$ cat config.mk
export PLATFORM = sky130hd
export DESIGN_NAME = gpio_irq_detect
export DESIGN_NICKNAME = d
export VERILOG_FILES = /design/src/rtl/gpio_irq_pkg.sv /design/src/rtl/gpio_sync.sv /design/src/rtl/gpio_pin_detect.sv /design/src/rtl/gpio_irq_merge.sv /design/src/rtl/gpio_irq_detect.sv
export SDC_FILE = /design/constraint.sdc
export NUM_CORES = 1
export LEC_CHECK = 0
export ABC_AREA = 1
export CAP_MARGIN = 20
export CORE_ASPECT_RATIO = 1.75
export CORE_MARGIN = 4
export CORE_UTILIZATION = 30
export CTS_CLUSTER_SIZE = 12
export DETAILED_ROUTE_END_ITERATION = 12
export GPL_ROUTABILITY_DRIVEN = 0
export GPL_TIMING_DRIVEN = 0
export PLACE_DENSITY = 0.7
export SLEW_MARGIN = 30
export SYNTH_ARGS = -nofsm -noshare
export SYNTH_HDL_FRONTEND = slang
export SYNTH_SLANG_ARGS = --single-unit
$ cat constraint.sdc
create_clock -name clk -period 1.2 [get_ports clk]
set_input_delay 0.3 -clock clk [delete_from_list [all_inputs] [get_ports clk]]
set_output_delay 0.3 -clock clk [all_outputs]
set_load 0.02 [all_outputs]
$ cat src/rtl/gpio_irq_pkg.sv
package gpio_irq_pkg;

  // Trigger behaviour selected per pin from its edge and both bits.
  typedef enum logic [1:0] {
    TRIG_LEVEL    = 2'd0,
    TRIG_EDGE_ONE = 2'd1,
    TRIG_EDGE_ANY = 2'd2
  } trig_mode_e;

  function automatic trig_mode_e pick_mode(input logic edge_b, input logic both_b);
    if (!edge_b)     return TRIG_LEVEL;
    else if (both_b) return TRIG_EDGE_ANY;
    else             return TRIG_EDGE_ONE;
  endfunction

endpackage

$ cat src/rtl/gpio_sync.sv
// Multi-stage synchronizer for a vector of asynchronous pin inputs.
module gpio_sync #(
  parameter int PINS   = 16,
  parameter int STAGES = 2
) (
  input  logic            clk,
  input  logic            rst,
  input  logic [PINS-1:0] async_in,
  output logic [PINS-1:0] sync_out
);

  localparam int LAST = STAGES - 1;

  logic [PINS-1:0] stage_q [STAGES];

  for (genvar s = 0; s < STAGES; s++) begin : g_stage
    if (s == 0) begin : g_first
      always_ff @(posedge clk) begin
        if (rst) stage_q[s] <= '0;
        else     stage_q[s] <= async_in;
      end
    end else begin : g_next
      always_ff @(posedge clk) begin
        if (rst) stage_q[s] <= '0;
        else     stage_q[s] <= stage_q[s-1];
      end
    end
  end

  assign sync_out = stage_q[LAST];

endmodule

$ cat src/rtl/gpio_pin_detect.sv
// One pin: data bit capture and request generation.
module gpio_pin_detect
  import gpio_irq_pkg::*;
(
  input  logic clk,
  input  logic rst,
  input  logic smp,
  input  logic dir_out,
  input  logic in_en,
  input  logic polar,
  input  logic edge_sel,
  input  logic both_sel,
  output logic level_q,
  output logic req_q
);

  trig_mode_e mode;
  logic       sensed;
  logic       rise;
  logic       fall;
  logic       next_req;

  assign mode   = pick_mode(edge_sel, both_sel);
  assign sensed = !dir_out && in_en;
  assign rise   = !level_q && smp;
  assign fall   = level_q && !smp;

  always_comb begin
    next_req = req_q;
    if (sensed) begin
      unique case (mode)
        TRIG_LEVEL:    next_req = smp ^ polar;
        TRIG_EDGE_ONE: next_req = polar ? fall : rise;
        TRIG_EDGE_ANY: next_req = rise || fall;
        default:       next_req = 1'b0;
      endcase
    end else if (mode != TRIG_LEVEL) begin
      next_req = 1'b0;
    end
  end

  always_ff @(posedge clk) begin
    if (rst) begin
      level_q <= 1'b0;
      req_q   <= 1'b0;
    end else begin
      if (sensed) level_q <= smp;
      req_q <= next_req;
    end
  end

endmodule

$ cat src/rtl/gpio_irq_merge.sv
// Masks the request vector onto a set of registered interrupt lines.
module gpio_irq_merge #(
  parameter int PINS    = 16,
  parameter int NUM_OUT = 2
) (
  input  logic                          clk,
  input  logic                          rst,
  input  logic [PINS-1:0]               req,
  input  logic [NUM_OUT-1:0][PINS-1:0]  masks,
  output logic [NUM_OUT-1:0]            irq_q
);

  for (genvar k = 0; k < NUM_OUT; k++) begin : g_line
    always_ff @(posedge clk) begin
      if (rst) irq_q[k] <= 1'b0;
      else     irq_q[k] <= |(req & masks[k]);
    end
  end

endmodule

$ cat src/rtl/gpio_irq_detect.sv
module gpio_irq_detect #(
  parameter int PINS        = 16,
  parameter int SYNC_STAGES = 2
) (
  input  logic            clk,
  input  logic            rst,
  input  logic [PINS-1:0] pin_in,
  input  logic [PINS-1:0] cfg_dir,
  input  logic [PINS-1:0] cfg_inen,
  input  logic [PINS-1:0] cfg_polar,
  input  logic [PINS-1:0] cfg_edge,
  input  logic [PINS-1:0] cfg_both,
  input  logic [PINS-1:0] mask_a,
  input  logic [PINS-1:0] mask_b,
  output logic [PINS-1:0] pin_level,
  output logic [PINS-1:0] irq_req,
  output logic            irq_a,
  output logic            irq_b
);

  localparam int NUM_OUT = 2;

  logic [PINS-1:0]              pin_sync;
  logic [NUM_OUT-1:0]           irq_lines;
  logic [NUM_OUT-1:0][PINS-1:0] mask_set;

  gpio_sync #(
    .PINS   (PINS),
    .STAGES (SYNC_STAGES)
  ) u_sync (
    .clk      (clk),
    .rst      (rst),
    .async_in (pin_in),
    .sync_out (pin_sync)
  );

  for (genvar i = 0; i < PINS; i++) begin : g_pin
    gpio_pin_detect u_pin (
      .clk      (clk),
      .rst      (rst),
      .smp      (pin_sync[i]),
      .dir_out  (cfg_dir[i]),
      .in_en    (cfg_inen[i]),
      .polar    (cfg_polar[i]),
      .edge_sel (cfg_edge[i]),
      .both_sel (cfg_both[i]),
      .level_q  (pin_level[i]),
      .req_q    (irq_req[i])
    );
  end

  assign mask_set = {mask_b, mask_a};

  gpio_irq_merge #(
    .PINS    (PINS),
    .NUM_OUT (NUM_OUT)
  ) u_merge (
    .clk   (clk),
    .rst   (rst),
    .req   (irq_req),
    .masks (mask_set),
    .irq_q (irq_lines)
  );

  assign irq_a = irq_lines[0];
  assign irq_b = irq_lines[1];

endmodule

# Word-level counts from Yosys, hierarchy flattened
# Memory sizes are Yosys's and may differ from the RTL's.
# Index checks and enable logic that the tools add are counted.
# word_totals
wordCells	350
register_bits	34
output_inout_bits	34
ramBits	32
mem_count	1
romBits	0
latch_bits	0
inputBits	130
# memory_table
memory	depth	word_bits	rd	rd_clocked_by_memory_dff	write_ports	line_no	text
u_sync.stage_q	2	16	2	0	2	gpio_sync.sv:14	logic [PINS-1:0] stage_q [STAGES];
# op_classes
div_mod_pow	0
mul	0
mux	101
add_sub_neg	0
order_cmp	0
n_reduce_logical	162
bitwise_logic	20
eq_ne	32
shifts	0
# op_table
operator	n
2-bit two-way mux	32
2-bit nonzero test	32
1-bit two-way mux	51
1-bit logical AND	48
1-bit logical NOT	48
1-bit one-hot mux with 3 select lines	16
16-bit bitwise AND	2
2-bit by 1-bit equality test with 1-bit output, second input constant	16
2-bit equality test, second input constant	16
2-bit logical NOT	16
16-bit two-way mux	2
16-bit OR reduction	2
1-bit logical OR	16
1-bit bitwise XOR	16
1-bit OR	2

# Longest topological paths before layout
# Gate-level depths: netlist of the first run.
# logic_depth
depth_word	5
depth_mapped	7
mapped_depth_nobuf	7

# Modules after synthesis
# From an unflattened synthesis of the first run, not the netlist that was laid out.
# hier_totals
cells_unflattened	597
area_unflattened_um2	3917.5
# by_module_without_submodules
module	instances	cells_per_inst	area_each_um2	seq_area_each_um2
gpio_pin_detect	16	27	170.2	40.0
gpio_sync	1	99	914.6	640.6
gpio_irq_merge	1	66	280.3	40.0

# Worst setup path after synthesis of the first run
# No wires, ideal clock.
# synth_timing
kind	reg-to-reg
startpoint	register g_pin[10].u_pin.level_q
endpoint	register g_pin[10].u_pin.req_q
period_less_slack_ns	1.053
t_arrival_ns	0.937
path_buffers	0
setup_slack_ns	0.147
setup_time_ns	0.116
stages_incl_launch_ff	8
t_required_ns	1.084
cell_sequence	dfxtp_1 > inv_1 > ha_1 > nand2_1 > inv_1 > nor2_1 > a21oi_1 > nor2_1
# synth_via
elab_chain_cells	5
word_cells_on_any_way	7
classes_between	mux: 3; reduce/logical: 4
# synth_lines
item	line_no	text
start, declared	gpio_pin_detect.sv:13	output logic level_q,
start signal, assigned	gpio_pin_detect.sv:47	if (sensed) level_q <= smp;
1-bit logical NOT	gpio_pin_detect.sv:25	assign rise = !level_q && smp;
1-bit logical AND	gpio_pin_detect.sv:25	
1-bit two-way mux or 1-bit logical OR (tied branches)	gpio_pin_detect.sv:33, gpio_pin_detect.sv:34	
1-bit one-hot mux with 3 select lines (*)	gpio_pin_detect.sv:31	unique case (mode)
1-bit two-way mux (*)	gpio_pin_detect.sv:30	if (sensed) begin
end signal, assigned	gpio_pin_detect.sv:48	req_q <= next_req;
end, declared	gpio_pin_detect.sv:14	output logic req_q
# Mark *: on every way between the ends. The rest lies on a longest branch, timed or not.
# A chain may end at the register's enable or synchronous reset.

# Final worst setup path of the first run
# layout_timing
startpoint	register g_pin[8].u_pin.level_q
endpoint	output port pin_level[8]
# layout_rtl
item	line_no	text
start, declared	gpio_pin_detect.sv:13	
start signal, assigned	gpio_pin_detect.sv:47	
end, declared	gpio_irq_detect.sv:15	output logic [PINS-1:0] pin_level,
# No word-level cell between the ends.

==> results.md, run 1 <==
Floorplanning:
- The die span in y is approximately 160 µm.
- In this run the horizontal extent of the chip is between 90 and 100 µm.
- between 150 and 200 I/O pins were placed.
- The die covers roughly 16000 µm².
- The placeable core area is roughly 13000 µm².
- Row generation in the floorplan step produced between 50 and 60 rows.
- For this configuration, the core starts out at a cell density of a little under a third.

Drt:
- The average wire length per cell after detail routing is about 12 µm.
- The average via count per standard cell is 4.157.
- The first detailed-routing pass took 5 iterations.
- The detailed-route via count is around 4000.
- The number of design rule violations left after detail routing is 0.
- After the first detailed-routing iteration, the DRC count stood at between 60 and 70.
- The number of antenna-violating nets in the routed design is 0.
- The routed wire length is approximately 12000 µm.

Finish:
- At the end of the flow, the number of nets in the layout was ~960.
- The repair_antennas step left the layout with diodes totalling 0.
- The area growth from synthesis to layout is 54.13%.
- The sequential cell area is around 1400 µm².
- The final-layout fill cell count is between 1000 and 1500.
- The area taken by multi-input logic gates is 2019 µm².
- The fraction of layout instances using a drive strength above 1 is 17.02%.

Min path:
- The worst hold path passes through 4 cells.
- The startpoint of the most critical hold path is rst.
- The tightest min-delay check is of the input port to flop type.
- The path with the worst hold slack has its endpoint at g_pin[3].u_pin.req_q.

Critical path:
- The critical path's slowest cell is sky130_fd_sc_hd__dfxtp_2.
- Data arrives at the worst endpoint at around 900 ps.
- Walking the worst path, the cells encountered are buf_4 -> buf_6.
- The critical path contains buffers and inverters numbering 2 combined.
- STA classifies the critical path startpoint as a flop.
- For the worst setup path, the data required time is approximately 900 ps.
- On the worst path, the slowest cell contributes a delay of about 320 ps.
- The type of the worst setup path is flop to output pin.
- Counting cells, the worst reg-to-reg path comes to 8.
- Along the worst path, the maximum fanout reaches 3.
- The kind of cell adding the most delay to the critical path is flip-flops.
- The slack of the worst reg-to-reg path is roughly 50 ps.
- STA classifies the critical path endpoint as an output pin.
- The worst register-to-register path ends at g_pin[14].u_pin.req_q.
- In this run the critical register-to-register path is launched from g_pin[14].u_pin.level_q.

Yosys:
- The number of warnings reported in the yosys synthesis log is 0.
- In the post-synthesis netlist, the biggest area contributors are sky130_fd_sc_hd__dfxtp_1, sky130_fd_sc_hd__inv_1, sky130_fd_sc_hd__nor2_1.
- Synthesis instantiated 16 different standard cells from the library.
- The net count of the mapped netlist is between 700 and 800.
- After Yosys synthesis, and, or, nand and nor cells account for between 20% and 30% of the synthesized area.
- After Yosys synthesis, XOR and XNOR cells account for 3.402% of the synthesized area.
- The cell count after synthesis is 627.
- The synthesized netlist devotes 8.262% of its cell area to compound gates.
- The flop and latch count out of synthesis is 66.
- In this run the cell area of the synthesized design comes to 4119 µm².
- By area, the combinational part of the netlist is dominated by simple AND/OR/NAND/NOR gates.
- The portion of synthesized area spent on multiplexers is 0%.
- The average footprint of a synthesized cell is 6.569 µm².
- The share of the synthesized area in the top cell type is approximately 32%.
- The sequential area share after synthesis is between 30% and 40%.
- Of all cell types, the one taking the most synthesized area is sky130_fd_sc_hd__dfxtp_1.
- Summing the areas of all fa, ha and maj instances in the mapped netlist gives approximately a tenth of the synthesized area.

STA:
- The pin slew with the least headroom to its limit is 374.6 ps.
- The total setup violations reported at the end of the flow is 1.
- Across all hold checks on the routed design, the worst slack comes to about 300 ps.
- Across all setup checks in the final design, the least slack found is -1.438 ps.
- Subtracting the final worst setup slack from the clock period gives ~1200 ps.
- The remaining max-slew budget at the tightest pin is roughly three quarters.
- Timing would allow up to between 800 and 900 MHz.
- Dividing the final minimum period by the clock period gives 100.1%.
- In the final timing run, aggregate negative setup slack is -1.438 ps.
- The worst setup skew after layout is roughly 5.9 ps.
- Setup repair after global routing could not meet its margin everywhere.
- The max-slew violation count is 0.
- The hold violation count in the final report is 0.

Placement:
- The HPWL after detailed placement is ~9400 µm.
- The pre-CTS worst setup slack is -285.3 ps.
- The count of buffers added on input and output ports is 162.

GRT:
- The first global-routing pass estimated 17840 µm of wire.
- The number of antenna violations at the first check in global routing is 0.
- Global routing finished with a remaining overflow of 0.
- Entering global routing, the biggest net connects 11 pins.
- The total global routing track utilization is ~15%.
- The via count of the first global-routing pass is 3913.

Status:
- The checks that failed: setup timing.
- The run finished, with violations left.

Power and ir drop:
- In this run the static leakage power is roughly 3.2 nW.
- For this design the ratio of total power to cell area is between 900 and 1000 nW/µm².
- IR analysis of the VDD net gives a maximum drop of just under 0.0006 V.

Clocking:
- The clock net in this run drives a total of 66 sinks.
- Buffers inserted to repair hold after CTS numbered 0.
- In this run the deepest clock path goes through 2 buffers.
- Buffers inserted during clock tree synthesis total 9.
- The clock-pin transition on the worst setup and hold timing paths is approximately 50 ps.
- The clock reaches the later pin of the worst-skew pair after around 330 ps.
- The TritonCTS clock tree is yes.
- The H-tree generated during clock tree synthesis spans 3 levels.
- The clock root buffer master is sky130_fd_sc_hd__clkbuf_16.

Run:
- The number of max-cap violations is 0.
worst max path at each step:
stage,from,endpoint,slack [ps],cells past startpoint
global route,g_pin[8].u_pin.level_q,pin_level[8],-30,2
detailed placement,g_pin[7].u_pin.req_q,irq_req[7],-290,2
global placement,g_pin[7].u_pin.req_q,irq_req[7],-280,2
finish,g_pin[8].u_pin.level_q,pin_level[8],-1,2
CTS,g_pin[2].u_pin.req_q,irq_req[2],1,2
floorplan,g_pin[10].u_pin.level_q,g_pin[10].u_pin.req_q,150,7
flip-flops by register name (all words and copies together) (netlist names):
| signal | flops |
|---|---|
| g_pin.u_pin.level_q | 16 |
| g_pin.u_pin.req_q | 16 |
| u_merge.irq_q | 2 |
| u_sync.stage_q | 32 |
per-stage QoR:
step / utilization [%] / cell area, µm² / std cells / power [mW]
3_3_place_gp: 44.29 / 5958 / 963 / 3.769
3_5_place_dp: 44.29 / 5958 / 963 / 3.791
6_report: 47.19 / 6349 / 973 / 6.184
5_1_grt: 47.19 / 6349 / 973 / 6.532
4_1_cts: 46.59 / 6267 / 973 / 6.264
2_1_floorplan: - / 4119 / 627 / 3.066
metal layers:
layer / vias up / track usage, % / routed length, µm
met5: - / 0 / 0
met1: 1761 / 14.04 / 4216
met3: 20 / 2.635 / 567
li1: 2163 / - / -
met2: 101 / 30.13 / 6788
met4: 0 / 7.535 / 349
cells by family (layout without fill, tap and decap cells):
kind of cell,Yosys count,in the layout
adder cells (fa/ha/maj),32,32
XOR/XNOR,16,16
AO/OA/AOI/OAI,54,54
flip-flops,66,66
buffers and inverters,183,355
AND/OR/NAND/NOR,276,276
cell type report:
class | count | share of cell area [%]
Buffer | 7 | 0.7489
Clock buffer | 12 | 4.040
Clock inverter | 3 | 0.2365
Inverter | 144 | 8.553
Multi-Input combinational cell | 378 | 31.81
Sequential cell | 66 | 21.68
Tap cell | 174 | 3.429
Timing Repair Buffer | 189 | 29.50
Yosys cell counts (all sizes together):
| cell type | count |
|---|---|
| ha | 32 |
| dfxtp | 66 |
| o21ai | 16 |
| nand2 | 129 |
| a211oi | 16 |
| nand3 | 3 |
| nor2 | 131 |
| nand3b | 13 |
| xor2 | 16 |
| buf | 39 |
| inv | 144 |
| a21oi | 22 |
report_power, final:
part | internal [mW] | switching (mW) | leakage [nW]
clock | 1.49 | 0.925 | 0.138
sequential | 2.32 | 0.0860 | 0.560
combinational | 0.772 | 0.596 | 2.49
total | 4.58 | 1.61 | 3.18
worst register-to-register path, stage by stage (launching register included):
cell	delay, ps
sky130_fd_sc_hd__dfxtp_2	340
sky130_fd_sc_hd__buf_6	100
sky130_fd_sc_hd__inv_2	40
sky130_fd_sc_hd__ha_4	250
sky130_fd_sc_hd__nand2_1	50
sky130_fd_sc_hd__inv_1	50
sky130_fd_sc_hd__nor2_1	40
sky130_fd_sc_hd__a21oi_1	120
sky130_fd_sc_hd__nor2_1	60
layout by cell type, fill, tap and decap left out, types with 4 or more instances in the layout:
cell                              count
sky130_fd_sc_hd__inv_1              139
sky130_fd_sc_hd__nand2_1            129
sky130_fd_sc_hd__nor2_1             129
sky130_fd_sc_hd__clkdlybuf4s50_1    128
sky130_fd_sc_hd__buf_6               39
sky130_fd_sc_hd__dfxtp_2             32
sky130_fd_sc_hd__dfxtp_1             30
sky130_fd_sc_hd__ha_1                29
sky130_fd_sc_hd__buf_4               22
sky130_fd_sc_hd__a21oi_1             20
sky130_fd_sc_hd__xor2_1              16
sky130_fd_sc_hd__nand3b_1            13
sky130_fd_sc_hd__o21ai_0             13
sky130_fd_sc_hd__a211oi_1            10
sky130_fd_sc_hd__clkbuf_16            9
sky130_fd_sc_hd__buf_2                7
sky130_fd_sc_hd__a211oi_2             6
sky130_fd_sc_hd__inv_2                4
sky130_fd_sc_hd__dfxtp_4              4
timing repair:
item,4_1_cts,5_1_grt
gates cloned,0,0
pin swaps,0,23
setup buffers,22,5
resized for setup,234,24
endpoints found under the setup margin,34,16
(Power assumes the default switching activity.)
==> run 2, diff against run 1 <==
Settings changed: ABC_CLOCK_PERIOD_IN_PS set to 1200.
==> results of run 2 <==
Final layout, timing and power as in run 1 (identical DEF).
==> run 3, diff against run 2 <==
Settings changed: ABC_CLOCK_PERIOD_IN_PS 1200 to 1100, CAP_MARGIN 20 to unset, PLACE_DENSITY 0.7 to 0.72.
Clock period 1.2 ns to 1.1 ns, I/O delays scaled along.
==> results.md, run 3 (synthesis results as in run 1) <==
Clocking:
- The count of hold-fix buffers inserted at cts is 0.
- For this design, the sink count on the clock tree is between 60 and 70.
- The clock-pin transition on the worst setup and hold timing paths is 50 ps.
- The clock root buffer master is sky130_fd_sc_hd__clkbuf_16.
- TritonCTS built the clock tree.
- Buffers inserted during clock tree synthesis total 9.
- The maximum clock insertion buffer count is 2.
- The level count of the clock H-tree is 3.
- The insertion delay to the later sink of the worst-skew pair is 320 ps.

Power and ir drop:
- The ratio of total power to cell area is 1060 nW/µm².
- After layout, the design draws a total of between 7 and 8 mW.
- The leakage power is between 3 and 4 nW.
- The peak supply drop is about 0.00064 V.

Drt:
- Summing over every cut layer, the via total after detailed routing is 4060.
- The average wire length per cell after detail routing is 12.25 µm.
- The first routing iteration left between 70 and 80 violations.
- The average via count per standard cell is just over 4.
- The final layout contains routed wiring with a total length of about 12000 µm.
- The first-pass iteration count of the detailed router is 4.
- In the routed design, unresolved DRC markers number 0.
- The number of antenna-violating nets in the routed design is 0.

Finish:
- The register with the most flip-flops in the layout has 32 of them.
- More flip-flops sit in one register than any other, and that register is u_sync.stage_q.
- In the layout the commonest cells are sky130_fd_sc_hd__clkdlybuf4s50_1, sky130_fd_sc_hd__nor2_1, sky130_fd_sc_hd__inv_1.
- The largest registers in the layout are u_sync.stage_q (32), g_pin.u_pin.level_q (16), g_pin.u_pin.req_q (16).
- The fraction of layout instances using a drive strength above 1 is 25.40%.
- The library cell used most frequently in the layout, excluding fill and tap cells, is sky130_fd_sc_hd__clkdlybuf4s50_1.
- For this run, the number of standard cells in the final layout without fillers is between 900 and 1000.
- Relative to the synthesized area, the layout overhead comes to 64.67%.
- The final-layout fill cell count is roughly 1300.
- After the last flow step, the layout net total stands at ~970.
- The sequential cell area is approximately 1400 µm².
- The multi-input combinational cells in the finished layout cover a total of about 2200 µm².

STA:
- Setup violations remaining at the end of the flow were counted as 19.
- The total negative setup slack is -1159 ps.
- At the pin with the least slew margin, the transition time is between 300 and 400 ps.
- Timing would allow up to 849.5 MHz.
- Setup repair after global routing could not meet its margin everywhere.
- Hold timing on the final database bottoms out at a slack of 287.7 ps.
- Dividing the final minimum period by the clock period gives 107.0%.
- The hold violation count in the final report is 0.
- Setup slack on the critical path of the routed design comes to -77.17 ps.
- The max-slew violation count is 0.
- The remaining max-slew budget at the tightest pin is between 70% and 80%.
- The routed design could run at a clock period as short as ~1200 ps.
- On the final layout, the worst clock skew is 5.109 ps.

GRT:
- The first global-routing pass estimated ~18000 µm of wire.
- The leftover overflow at the end of global routing is 0.
- The via count of the first global-routing pass is ~3900.
- The maximum number of pins on one net before global-route repair is 11.
- The number of antenna violations at the first check in global routing is 0.
- The total global routing track utilization is about 15%.

Critical path:
- The worst setup path is captured at an output pin.
- Measured in cells, the most critical reg-to-reg path has a length of 6.
- Across all register-to-register paths, the minimum setup slack is -30 ps.
- The arrival time reported for the critical path endpoint is 900 ps.
- The critical path goes through buf_6 -> buf_6.
- In this design, the critical path's most frequently occurring cell is sky130_fd_sc_hd__buf_6.
- The largest individual stage delay along the critical path comes from the cell sky130_fd_sc_hd__dfxtp_4.
- The launching element type of the critical path is a flop.
- The largest single stage delay on the critical path is around 350 ps.
- The worst register-to-register path begins at u_sync.stage_q[1][0].
- The endpoint identified for the worst register-to-register timing path is g_pin[0].u_pin.req_q.
- The type of the worst setup path is flop to output pin.
- Of all nets on the critical path, the largest fanout is 3.
- The data required time at the worst endpoint is between 800 and 900 ps.

Floorplanning:
- The floorplan step set the die height to approximately 160 µm.
- 164 I/O pins were placed.
- The die covers about 16000 µm².
- The width of the die is approximately 97 µm.
- The total area inside the core boundary comes to about 13000 µm².
- For this configuration, the core starts out at a cell density of between 30% and 40%.
- The initialized floorplan defines 56 standard-cell rows.

Placement:
- The cell total after placement is 963.
- The port buffer count is around 160.
- The placed wire-length estimate is between 9000 and 10000 µm.

Run:
- The number of max-cap violations is 0.

Status:
- The run finished, with violations left.
- The checks that failed: setup timing.

Min path:
- The worst hold path begins at rst.
- For hold timing, the worst endpoint is g_pin[1].u_pin.req_q.
- The class of the most critical hold timing path is input port to flop.
- The worst hold path was traced through 4 stages.
==> run 3: cell type report <==
| class | count | area share, % |
|---|---|---|
| inverters | 144 | 8.043 |
| flip-flops and latches | 66 | 20.81 |
| plain buffers | 25 | 3.689 |
| multi-input cells | 378 | 32.28 |
| repair buffers | 187 | 27.43 |
| clock inverters | 2 | 0.5165 |
| diodes | 1 | 0.03689 |
| clock buffers | 13 | 3.984 |
| well taps | 174 | 3.210 |
==> run 3: report_power, final <==
| group | total (mW) | switching, mW | internal, mW |
|---|---|---|---|
| sequential | 2.63 | 0.113 | 2.52 |
| combinational | 1.63 | 0.690 | 0.940 |
| clock | 2.93 | 1.01 | 1.92 |
==> run 3: worst max-delay path: cells and delay by family (launching register included) <==
| kind | cells | cell delay [ps] |
|---|---|---|
| flops | 1 | 350 |
| buf+inv | 2 | 230 |
==> run 3: per-layer routing <==
layer	wire length, µm	share of wire, %	track usage (%)
met5	0	0	0
met1	4147	34	14.17
met2	6969	57	29.56
met3	667	5.5	3.005
met4	345	2.8	7.024
==> run 3: how the worst max path moves through the flow <==
stage,to,from
after floorplan,g_pin[10].u_pin.req_q,g_pin[10].u_pin.level_q
after global placement,irq_req[7],g_pin[7].u_pin.req_q
after detailed placement,irq_req[7],g_pin[7].u_pin.req_q
after CTS,irq_req[7],g_pin[7].u_pin.req_q
after global routing,pin_level[15],g_pin[15].u_pin.level_q
final,pin_level[2],g_pin[2].u_pin.level_q
==> run 3: what timing repair did <==
action                     4_1_cts  5_1_grt
gates resized for setup        272       73
buffers inserted                19        6
pin swaps                       19       56
setup endpoints to repair       50       41
==> run 3: stage by stage <==
step / utilization (%) / instance area [µm²] / worst slack [ps]
2_1_floorplan: - / 4119 / 47.49
3_3_place_gp: 44.29 / 5958 / -409.7
3_5_place_dp: 44.29 / 5958 / -401.2
4_1_cts: 48.20 / 6484 / -89.21
5_1_grt: 50.40 / 6780 / -104.1
6_report: 50.42 / 6783 / -77.17
